==> src/rtl/dram_rfsh_pkg.sv <==
package dram_rfsh_pkg;

    typedef enum logic [2:0] {
        PH_PAUSE,
        PH_IDLE,
        PH_REQ,
        PH_LEAD,
        PH_RASLO,
        PH_PRECH
    } phase_e;

    function automatic int unsigned max4(input int unsigned a, input int unsigned b,
                                         input int unsigned c, input int unsigned d);
        int unsigned m;
        m = a;
        if (b > m) m = b;
        if (c > m) m = c;
        if (d > m) m = d;
        return m;
    endfunction

endpackage

==> src/rtl/dram_rfsh_timer.sv <==
module dram_rfsh_timer #(
    parameter int unsigned INTERVAL_CYC = 1560
) (
    input  logic clk,
    input  logic rst_n,
    input  logic en,
    output logic due
);
    localparam int unsigned CW = $clog2(INTERVAL_CYC + 1);
    localparam logic [CW-1:0] RELOAD = CW'(INTERVAL_CYC - 1);

    typedef struct packed {
        logic [CW-1:0] cnt;
    } tmr_s;

    tmr_s s_d, s_q;

    always_comb begin
        s_d = s_q;
        due = 1'b0;
        if (!en) begin
            s_d.cnt = RELOAD;
        end else if (s_q.cnt == '0) begin
            due     = 1'b1;
            s_d.cnt = RELOAD;
        end else begin
            s_d.cnt = s_q.cnt - 1'b1;
        end
    end

    always_ff @(posedge clk or negedge rst_n) begin
        if (!rst_n) s_q.cnt <= RELOAD;
        else        s_q     <= s_d;
    end
endmodule

==> src/rtl/dram_rfsh_budget.sv <==
module dram_rfsh_budget #(
    parameter int unsigned PEND_MAX = 8
) (
    input  logic clk,
    input  logic rst_n,
    input  logic due,
    input  logic take,
    output logic pend_nz,
    output logic overflow
);
    localparam int unsigned PW = $clog2(PEND_MAX + 1);
    localparam logic [PW-1:0] FULL = PW'(PEND_MAX);

    typedef struct packed {
        logic [PW-1:0] pend;
        logic          err;
    } bud_s;

    bud_s s_d, s_q;

    always_comb begin
        s_d = s_q;
        unique case ({due, take})
            2'b10: begin
                if (s_q.pend == FULL) s_d.err  = 1'b1;
                else                  s_d.pend = s_q.pend + 1'b1;
            end
            2'b01: begin
                if (s_q.pend != '0) s_d.pend = s_q.pend - 1'b1;
            end
            default: ;
        endcase
    end

    always_ff @(posedge clk or negedge rst_n) begin
        if (!rst_n) begin
            s_q.pend <= '0;
            s_q.err  <= 1'b0;
        end else begin
            s_q <= s_d;
        end
    end

    assign pend_nz  = (s_q.pend != '0);
    assign overflow = s_q.err;
endmodule

==> src/rtl/dram_rfsh_fsm.sv <==
module dram_rfsh_fsm
    import dram_rfsh_pkg::*;
#(
    parameter int unsigned PAUSE_CYC  = 20000,
    parameter int unsigned WARMUP_CNT = 8,
    parameter int unsigned LEAD_CYC   = 1,
    parameter int unsigned RAS_CYC    = 6,
    parameter int unsigned HOLD_CYC   = 1,
    parameter int unsigned PRE_CYC    = 4
) (
    input  logic clk,
    input  logic rst_n,
    input  logic grant,
    input  logic pend_nz,
    output logic arb_req,
    output logic take,
    output logic ras_n,
    output logic cas_n,
    output logic busy,
    output logic init_done
);
    localparam int unsigned TMAX = max4(PAUSE_CYC, LEAD_CYC, RAS_CYC, PRE_CYC);
    localparam int unsigned TW   = $clog2(TMAX + 1);
    localparam int unsigned WW   = $clog2(WARMUP_CNT + 1);
    localparam logic [TW-1:0] HOLD_TH = TW'(RAS_CYC - HOLD_CYC);

    typedef struct packed {
        phase_e        ph;
        logic [TW-1:0] tmr;
        logic [WW-1:0] warm;
        logic          done;
    } seq_s;

    seq_s s_d, s_q;

    always_comb begin
        s_d  = s_q;
        take = 1'b0;
        case (s_q.ph)
            PH_PAUSE: begin
                if (s_q.tmr == '0) s_d.ph  = PH_IDLE;
                else               s_d.tmr = s_q.tmr - 1'b1;
            end
            PH_IDLE: begin
                if (s_q.warm != '0 || pend_nz) s_d.ph = PH_REQ;
            end
            PH_REQ: begin
                if (grant) begin
                    s_d.ph  = PH_LEAD;
                    s_d.tmr = TW'(LEAD_CYC - 1);
                    if (s_q.warm != '0) s_d.warm = s_q.warm - 1'b1;
                    else                take     = 1'b1;
                end
            end
            PH_LEAD: begin
                if (s_q.tmr == '0) begin
                    s_d.ph  = PH_RASLO;
                    s_d.tmr = TW'(RAS_CYC - 1);
                end else begin
                    s_d.tmr = s_q.tmr - 1'b1;
                end
            end
            PH_RASLO: begin
                if (s_q.tmr == '0) begin
                    s_d.ph  = PH_PRECH;
                    s_d.tmr = TW'(PRE_CYC - 1);
                end else begin
                    s_d.tmr = s_q.tmr - 1'b1;
                end
            end
            PH_PRECH: begin
                if (s_q.tmr == '0) begin
                    s_d.ph = PH_IDLE;
                    if (s_q.warm == '0) s_d.done = 1'b1;
                end else begin
                    s_d.tmr = s_q.tmr - 1'b1;
                end
            end
            default: s_d.ph = PH_IDLE;
        endcase
    end

    always_ff @(posedge clk or negedge rst_n) begin
        if (!rst_n) begin
            s_q.ph   <= PH_PAUSE;
            s_q.tmr  <= TW'(PAUSE_CYC - 1);
            s_q.warm <= WW'(WARMUP_CNT);
            s_q.done <= 1'b0;
        end else begin
            s_q <= s_d;
        end
    end

    assign arb_req   = (s_q.ph == PH_REQ);
    assign busy      = (s_q.ph == PH_LEAD) || (s_q.ph == PH_RASLO) || (s_q.ph == PH_PRECH);
    assign ras_n     = (s_q.ph != PH_RASLO);
    assign cas_n     = !((s_q.ph == PH_LEAD) || ((s_q.ph == PH_RASLO) && (s_q.tmr >= HOLD_TH)));
    assign init_done = s_q.done;
endmodule

==> src/rtl/dram_rfsh_seq.sv <==
module dram_rfsh_seq #(
    parameter int unsigned PAUSE_CYC    = 20000,
    parameter int unsigned WARMUP_CNT   = 8,
    parameter int unsigned INTERVAL_CYC = 1560,
    parameter int unsigned PEND_MAX     = 8,
    parameter int unsigned LEAD_CYC     = 1,
    parameter int unsigned RAS_CYC      = 6,
    parameter int unsigned HOLD_CYC     = 1,
    parameter int unsigned PRE_CYC      = 4,
    parameter int unsigned CAS_LANES    = 4
) (
    input  logic                 clk,
    input  logic                 rst_n,
    input  logic                 grant,
    output logic                 arb_req,
    output logic                 ras_n,
    output logic [CAS_LANES-1:0] cas_n,
    output logic                 we_n,
    output logic                 busy,
    output logic                 init_done,
    output logic                 overflow_err
);
    logic due, take, pend_nz, cas_one;

    dram_rfsh_timer #(.INTERVAL_CYC(INTERVAL_CYC)) timer_i (
        .clk   (clk),
        .rst_n (rst_n),
        .en    (init_done),
        .due   (due)
    );

    dram_rfsh_budget #(.PEND_MAX(PEND_MAX)) budget_i (
        .clk      (clk),
        .rst_n    (rst_n),
        .due      (due),
        .take     (take),
        .pend_nz  (pend_nz),
        .overflow (overflow_err)
    );

    dram_rfsh_fsm #(
        .PAUSE_CYC  (PAUSE_CYC),
        .WARMUP_CNT (WARMUP_CNT),
        .LEAD_CYC   (LEAD_CYC),
        .RAS_CYC    (RAS_CYC),
        .HOLD_CYC   (HOLD_CYC),
        .PRE_CYC    (PRE_CYC)
    ) fsm_i (
        .clk       (clk),
        .rst_n     (rst_n),
        .grant     (grant),
        .pend_nz   (pend_nz),
        .arb_req   (arb_req),
        .take      (take),
        .ras_n     (ras_n),
        .cas_n     (cas_one),
        .busy      (busy),
        .init_done (init_done)
    );

    for (genvar g = 0; g < CAS_LANES; g++) begin : g_lane
        assign cas_n[g] = cas_one;
    end

    assign we_n = 1'b1;
endmodule

==> config.mk <==
export PLATFORM = sky130hd
export DESIGN_NAME = dram_rfsh_seq
export DESIGN_NICKNAME = d
export VERILOG_FILES = /design/src/rtl/dram_rfsh_pkg.sv /design/src/rtl/dram_rfsh_timer.sv /design/src/rtl/dram_rfsh_budget.sv /design/src/rtl/dram_rfsh_fsm.sv /design/src/rtl/dram_rfsh_seq.sv
export SDC_FILE = /design/constraint.sdc
export NUM_CORES = 1
export LEC_CHECK = 0
export ABC_AREA = 1
export BUFFER_PORTS_ARGS = -buffer_cell sky130_fd_sc_hd__buf_2
export CORE_MARGIN = 2
export CORE_UTILIZATION = 25
export DETAILED_ROUTE_END_ITERATION = 8
export PLACE_DENSITY_LB_ADDON = 0.3
export SLEW_MARGIN = 40
export SYNTH_ARGS = -nofsm -noshare
export SYNTH_HDL_FRONTEND = slang
export SYNTH_SLANG_ARGS = --single-unit
==> constraint.sdc <==
create_clock -name clk -period 2.6 [get_ports clk]
set_input_delay 0.52 -clock clk [delete_from_list [all_inputs] [get_ports clk]]
set_output_delay 0.52 -clock clk [all_outputs]
set_load 0.01 [all_outputs]
==> results of run 1 <==
## state kept, by name, summed over array words and instances (netlist names)
name	count
fsm_i.s_q	22
timer_i.s_q	11
budget_i.s_q	4
fsm_i.init_done	1
budget_i.overflow	1
## stage by stage
| step | power, mW | worst slack, ns | utilization, % | cell area (µm²) | hold WS [ns] |
|---|---|---|---|---|---|
| floorplan | 2.26 | 0.507 | - | 2620 | 0.224 |
| finish | 2.96 | 0.275 | 28.1 | 2880 | 0.194 |
| global route | 3.31 | 0.0300 | 28.1 | 2880 | 0.226 |
| detailed placement | 2.57 | 0.315 | 27.2 | 2790 | 0.453 |
| global placement | 2.56 | 0.378 | 27.2 | 2790 | 0.442 |
| CTS | 3.00 | 0.229 | 28.1 | 2870 | 0.211 |
## layout make-up
class | instances | area (µm²) | share of cell area, %
Inverter | 56 | 216 | 7.53
Clock inverter | 2 | 13.8 | 0.478
Sequential cell | 39 | 996 | 34.6
Multi-Input combinational cell | 256 | 1350 | 46.9
Timing Repair Buffer | 11 | 57.6 | 2.00
Tap cell | 136 | 170 | 5.92
Clock buffer | 6 | 72.6 | 2.52
## cell usage in the layout (no fill, tap or decap), types with 2 or more instances in the layout
master and instances:
nand2_1 85, nor2_1 49, inv_1 47, nand3_1 37, dfrtp_1 23, nand4_1 17
o21ai_0 16, dfstp_2 16, xor2_1 10, ha_1 10, buf_2 10, inv_2 6
a21oi_1 6, clkbuf_8 5, xnor2_1 4, nand2_2 4, nor3_1 3, o31ai_1 2
nor2_2 2, nor2_4 2, clkinv_2 2, nand2_4 2, inv_4 2
## synthesized netlist by cell type, types with 4 or more instances
| library cell | n | area share [%] |
|---|---|---|
| o21ai_0 | 16 | 3.1 |
| nand3_1 | 37 | 7.1 |
| nand2_2 | 4 | 0.95 |
| nand2_1 | 85 | 12 |
| inv_2 | 6 | 0.86 |
| xor2_1 | 10 | 3.3 |
| dfstp_2 | 16 | 16 |
| a21oi_1 | 6 | 1.1 |
| nor2_1 | 49 | 7.0 |
| inv_1 | 47 | 6.7 |
| ha_1 | 11 | 5.3 |
| buf_4 | 6 | 1.7 |
| dfrtp_1 | 23 | 22 |
| xnor2_1 | 4 | 1.3 |
| nand4_1 | 17 | 4.1 |
## power breakdown
group,total (mW),switching [mW],internal (mW)
registers,0.937,0.140,0.796
clock network,0.412,0.222,0.190
logic,1.61,1.10,0.516
## worst max-delay path: stages (launching register included)
cell and delay [ns]:
dfrtp_1 0.44, inv_2 0.09, nand3_2 0.13, inv_1 0.16
nor4_1 0.31, nand2_1 0.11, nand2_1 0.12, buf_2 0.15
## how the worst min path moves through the flow
stage                              endpoint  slack (ns)              start
after floorplan           budget_i.overflow        0.22              rst_n
final                          fsm_i.s_q[2]        0.19              rst_n
after CTS                      fsm_i.s_q[2]        0.21              rst_n
after global placement    budget_i.overflow        0.44  budget_i.overflow
after global routing           fsm_i.s_q[2]        0.23              rst_n
after detailed placement     timer_i.s_q[0]        0.45     timer_i.s_q[0]
## layer usage
layer  track usage (%)  part of all wire [%]
met1              13.5                    50
met3              2.02                   2.6
met2              17.5                    46
met4              3.57                   1.0
met5                 0                     0
## cell families after synthesis
family                   after synthesis  share of synthesized area, %
AND/OR/NAND/NOR                      204                          35.5
adder cells (fa/ha/maj)               12                          6.01
AO/OA/AOI/OAI                         25                          5.11
flip-flops                            39                          38.0
buffers and inverters                 64                          10.6
XOR/XNOR                              14                          4.68
other                                  1                         0.143
==> results.json, run 1 <==
{
  "grt_max_degree": 40,
  "period_minus_slack_ns": 2.32,
  "die_area_um2": 11300,
  "critical_path_peak_fanout": 7,
  "cp.arrival_ns": 1.80,
  "status": "complete, no violations",
  "synth_seq_cells": 39,
  "drt-pass1-iter-count": 4,
  "drive_gt1_share_pct": 15.4,
  "max_slew_margin_pct": 66.2,
  "start_kind": "flop",
  "cts_root_buf": "clkbuf_8",
  "synth_warnings": 0,
  "portBuffers": 11,
  "post-route-period-util_pct": 89.4,
  "rr_worst_depth": 12,
  "cts_hold_buf": 0,
  "required_ns": 2.08,
  "grt_antenna_before_repair": 0,
  "synth-edff-count": 0,
  "synthCells": 359,
  "cap_violations": 0,
  "startpoint": "fsm_i.s_q[22]",
  "worstSetupEndpointType": "output pin",
  "wl_per_cell_um": 10.5,
  "grt_pass1_wl_mm": 9.78,
  "maxSlewViolCount": 0,
  "drc": 0,
  "setup_viol": 0,
  "place.gp.congestion": 0.865,
  "clk_pin_slew_ns": 0.08,
  "dpl.hpwl_mm": 3.89,
  "r2r_end": "budget_i.s_q[4]",
  "skew_ns": 0.00727,
  "final_hold_viol_count": 0,
  "clkLatencyLatePin_ns": 0.29,
  "cts.sink_count": 39,
  "async_flop_share_pct": 100,
  "dp.cells": 498,
  "post_cts_resized": 0,
  "vias": 2160,
  "ir_drop_v": 0.000461,
  "postCtsSetupRepairBufs": 0,
  "r2r_slack_ns": 0.33,
  "synth-main-ff-cell": "dfrtp_1",
  "h-tree-depth": 2,
  "syn_avg_cell_area_um2": 7.30,
  "dieWidth_um": 106,
  "power.density_nw_per_um2": 1030,
  "core_um2": 10200,
  "die_h_um": 106,
  "routed_wl_mm": 5.31,
  "ys_seq_area_share_pct": 38.0,
  "critical_path_class": "reg2out",
  "synthToLayoutAreaGrowth_pct": 9.74,
  "grt_use_total_pct": 10.5,
  "p_leak_nw": 1.42,
  "hold_path.class": "in2async",
  "drtAntennaViolNets": 0,
  "netlist_area_um2": 2620,
  "viasPerCell": 4.27,
  "fin_setup_tns_ns": 0,
  "grt_pass1_vias": 2210,
  "stdcell_count": 506,
  "num_rows": 37,
  "diodes": 0,
  "max_freq_mhz": 430,
  "r2r_start": "fsm_i.s_q[22]",
  "drt_iter0_markers": 138,
  "ios": 13,
  "synth.distinct_cells": 30,
  "syn-num-nets": 374,
  "finalNetCount": 384,
  "fillers": 1085,
  "cts_buffers": 5,
  "overflow": 0,
  "critical_path.endpoint": "cas_n[2]",
  "worstMarginPinSlew_ns": 0.508,
  "cts_tree": "yes",
  "start_util_pct": 25.6,
  "rsz0062_at_grt": "no",
  "clockBufferDepth": 2
}
(Power assumes the default switching activity.)
==> inputs of run 2 (changes only) <==
==> constraint.sdc (replaced) <==
create_clock -name clk -period 2.7 [get_ports clk]
set_input_delay 0.54 -clock clk [delete_from_list [all_inputs] [get_ports clk]]
set_output_delay 0.54 -clock clk [all_outputs]
set_load 0.01 [all_outputs]
==> results.json, run 2 (synthesized netlist as in run 1, its figures left out) <==
{
  "clk_pin_slew_ns": 0.08,
  "cp.arrival_ns": 1.79,
  "wl_per_cell_um": 10.7,
  "crit_top_cell": "nand2_1",
  "post-route-period-util_pct": 86.3,
  "slowest_stage": "dfrtp_1",
  "top_regs": "fsm_i.s_q: 22 flops, timer_i.s_q: 11 flops, budget_i.s_q: 4 flops",
  "post_cts_resized": 0,
  "clockBufferDepth": 2,
  "hold_path.class": "in2async",
  "rr_worst_depth": 13,
  "drive_gt1_share_pct": 15.4,
  "fin_setup_tns_ns": 0,
  "finalNetCount": 384,
  "grt_max_degree": 40,
  "final_cell_mix": "nand2_1, nor2_1, inv_1",
  "maxSlewViolCount": 0,
  "rsz0062_at_grt": "no",
  "p_leak_nw": 1.43,
  "grt_pass1_wl_mm": 10.0,
  "status": "complete, no violations",
  "worstSetupEndpointType": "output pin",
  "cts_buffers": 5,
  "cap_violations": 0,
  "start_kind": "flop",
  "power.density_nw_per_um2": 1030,
  "power.share.switching_pct": 48.3,
  "ir_drop_v": 0.000416,
  "r2r_end": "budget_i.s_q[4]",
  "worstMarginPinSlew_ns": 0.522,
  "fin_ws_ns": 0.369,
  "postCtsSetupRepairBufs": 0,
  "period_minus_slack_ns": 2.33,
  "layout_commonest_cell": "nand2_1",
  "dpl.hpwl_mm": 3.98,
  "final_hold_viol_count": 0,
  "drt_iter0_markers": 91,
  "startpoint": "fsm_i.s_q[22]",
  "r2r_slack_ns": 0.39,
  "synthToLayoutAreaGrowth_pct": 10.7,
  "power_frac_seq_pct": 30.2,
  "viasPerCell": 4.34,
  "vias": 2196,
  "switching_power_mw": 1.44,
  "cts.sink_count": 39,
  "drc": 0,
  "worstPathCellList": "inv_2 -> nand3_2 -> inv_1 -> nor4_1 -> nand2_1 -> nand2_1 -> buf_2",
  "grt_antenna_before_repair": 0,
  "grt_use_total_pct": 10.7,
  "critical_path_class": "reg2out",
  "cts_tree": "yes",
  "setup_viol": 0,
  "drt-pass1-iter-count": 4,
  "final_util_pct": 28.4,
  "dp_slack_ns": 0.384,
  "num_rows": 37,
  "overflow": 0,
  "start_util_pct": 25.6,
  "r2r_start": "timer_i.s_q[5]",
  "regMostFlops": "fsm_i.s_q",
  "die_h_um": 106,
  "max_freq_mhz": 429,
  "drtAntennaViolNets": 0,
  "cts_root_buf": "clkbuf_8",
  "cts_hold_buf": 0,
  "clkLatencyLatePin_ns": 0.31,
  "internal_power_mw": 1.54,
  "largest_reg_flops": 22,
  "routed_wl_mm": 5.41,
  "h-tree-depth": 2,
  "dieWidth_um": 106,
  "core_um2": 10200,
  "grt_pass1_vias": 2253,
  "power_frac_comb_pct": 52.3,
  "clock_power_share_pct": 17.5,
  "power_mw": 2.99,
  "die_area_um2": 11300,
  "required_ns": 2.16,
  "place.gp.congestion": 0.823,
  "portBuffers": 11,
  "cpPeakStageDelay_ns": 0.44,
  "ios": 13,
  "max_slew_margin_pct": 65.2,
  "skew_ns": 0.0128,
  "critical_path_peak_fanout": 7,
  "diodes": 0
}
-- run 2: cell count changes in the layout (fill, tap and decap cells not counted), sizes merged --
| cell | change |
|---|---|
| bufinv | +1 |
| clkbuf | -1 |
| clkinv | -2 |
| inv | +1 |
| clkinvlp | +1 |
-- run 2: worst max-delay path by stage --
stage,cells after the start,endpoint
6_report,7,cas_n[2]
5_1_grt,13,budget_i.s_q[4]
4_1_cts,7,cas_n[2]
3_5_place_dp,12,budget_i.s_q[4]
3_3_place_gp,12,budget_i.s_q[4]
2_1_floorplan,14,budget_i.s_q[4]
-- run 2: layout make-up --
type	count	area, µm²
fill	1097	7330
multi-input combinational	256	1350
sequential	39	996
inverter	56	216
tap	136	170
clock buffer	5	68.8
timing repair buffer	11	57.6
clock inverter	3	46.3
-- run 2: critical path, delay by kind of cell (launching register included) --
kind	cells	cell delay [ns]
flops	1	0.44
simple gates	4	0.68
buf+inv	3	0.38
-- run 2: power by group through the flow --
stage,registers [mW],clock network (mW),logic (mW)
after global placement,0.911,0,1.55
final,0.903,0.521,1.56
after floorplan,0.879,0,1.30
after global routing,0.931,0.559,1.83
after detailed placement,0.910,0,1.57
after CTS,0.902,0.536,1.58
-- run 2: metrics by stage --
| step | hold WS [ns] | instances | instance area [µm²] |
|---|---|---|---|
| floorplan | 0.244 | 359 | 2620 |
| global placement | 0.444 | 498 | 2790 |
| global route | 0.236 | 506 | 2900 |
| finish | 0.199 | 506 | 2900 |
| CTS | 0.227 | 506 | 2900 |
| detailed placement | 0.453 | 498 | 2790 |
-- run 2: per-layer routing --
metal	wire (µm)	up-vias	global-route usage [%]
met5	0	-	0
met4	82	0	3.76
met3	173	8	2.08
met2	2410	42	17.4
met1	2740	991	14.2
li1	-	1155	-
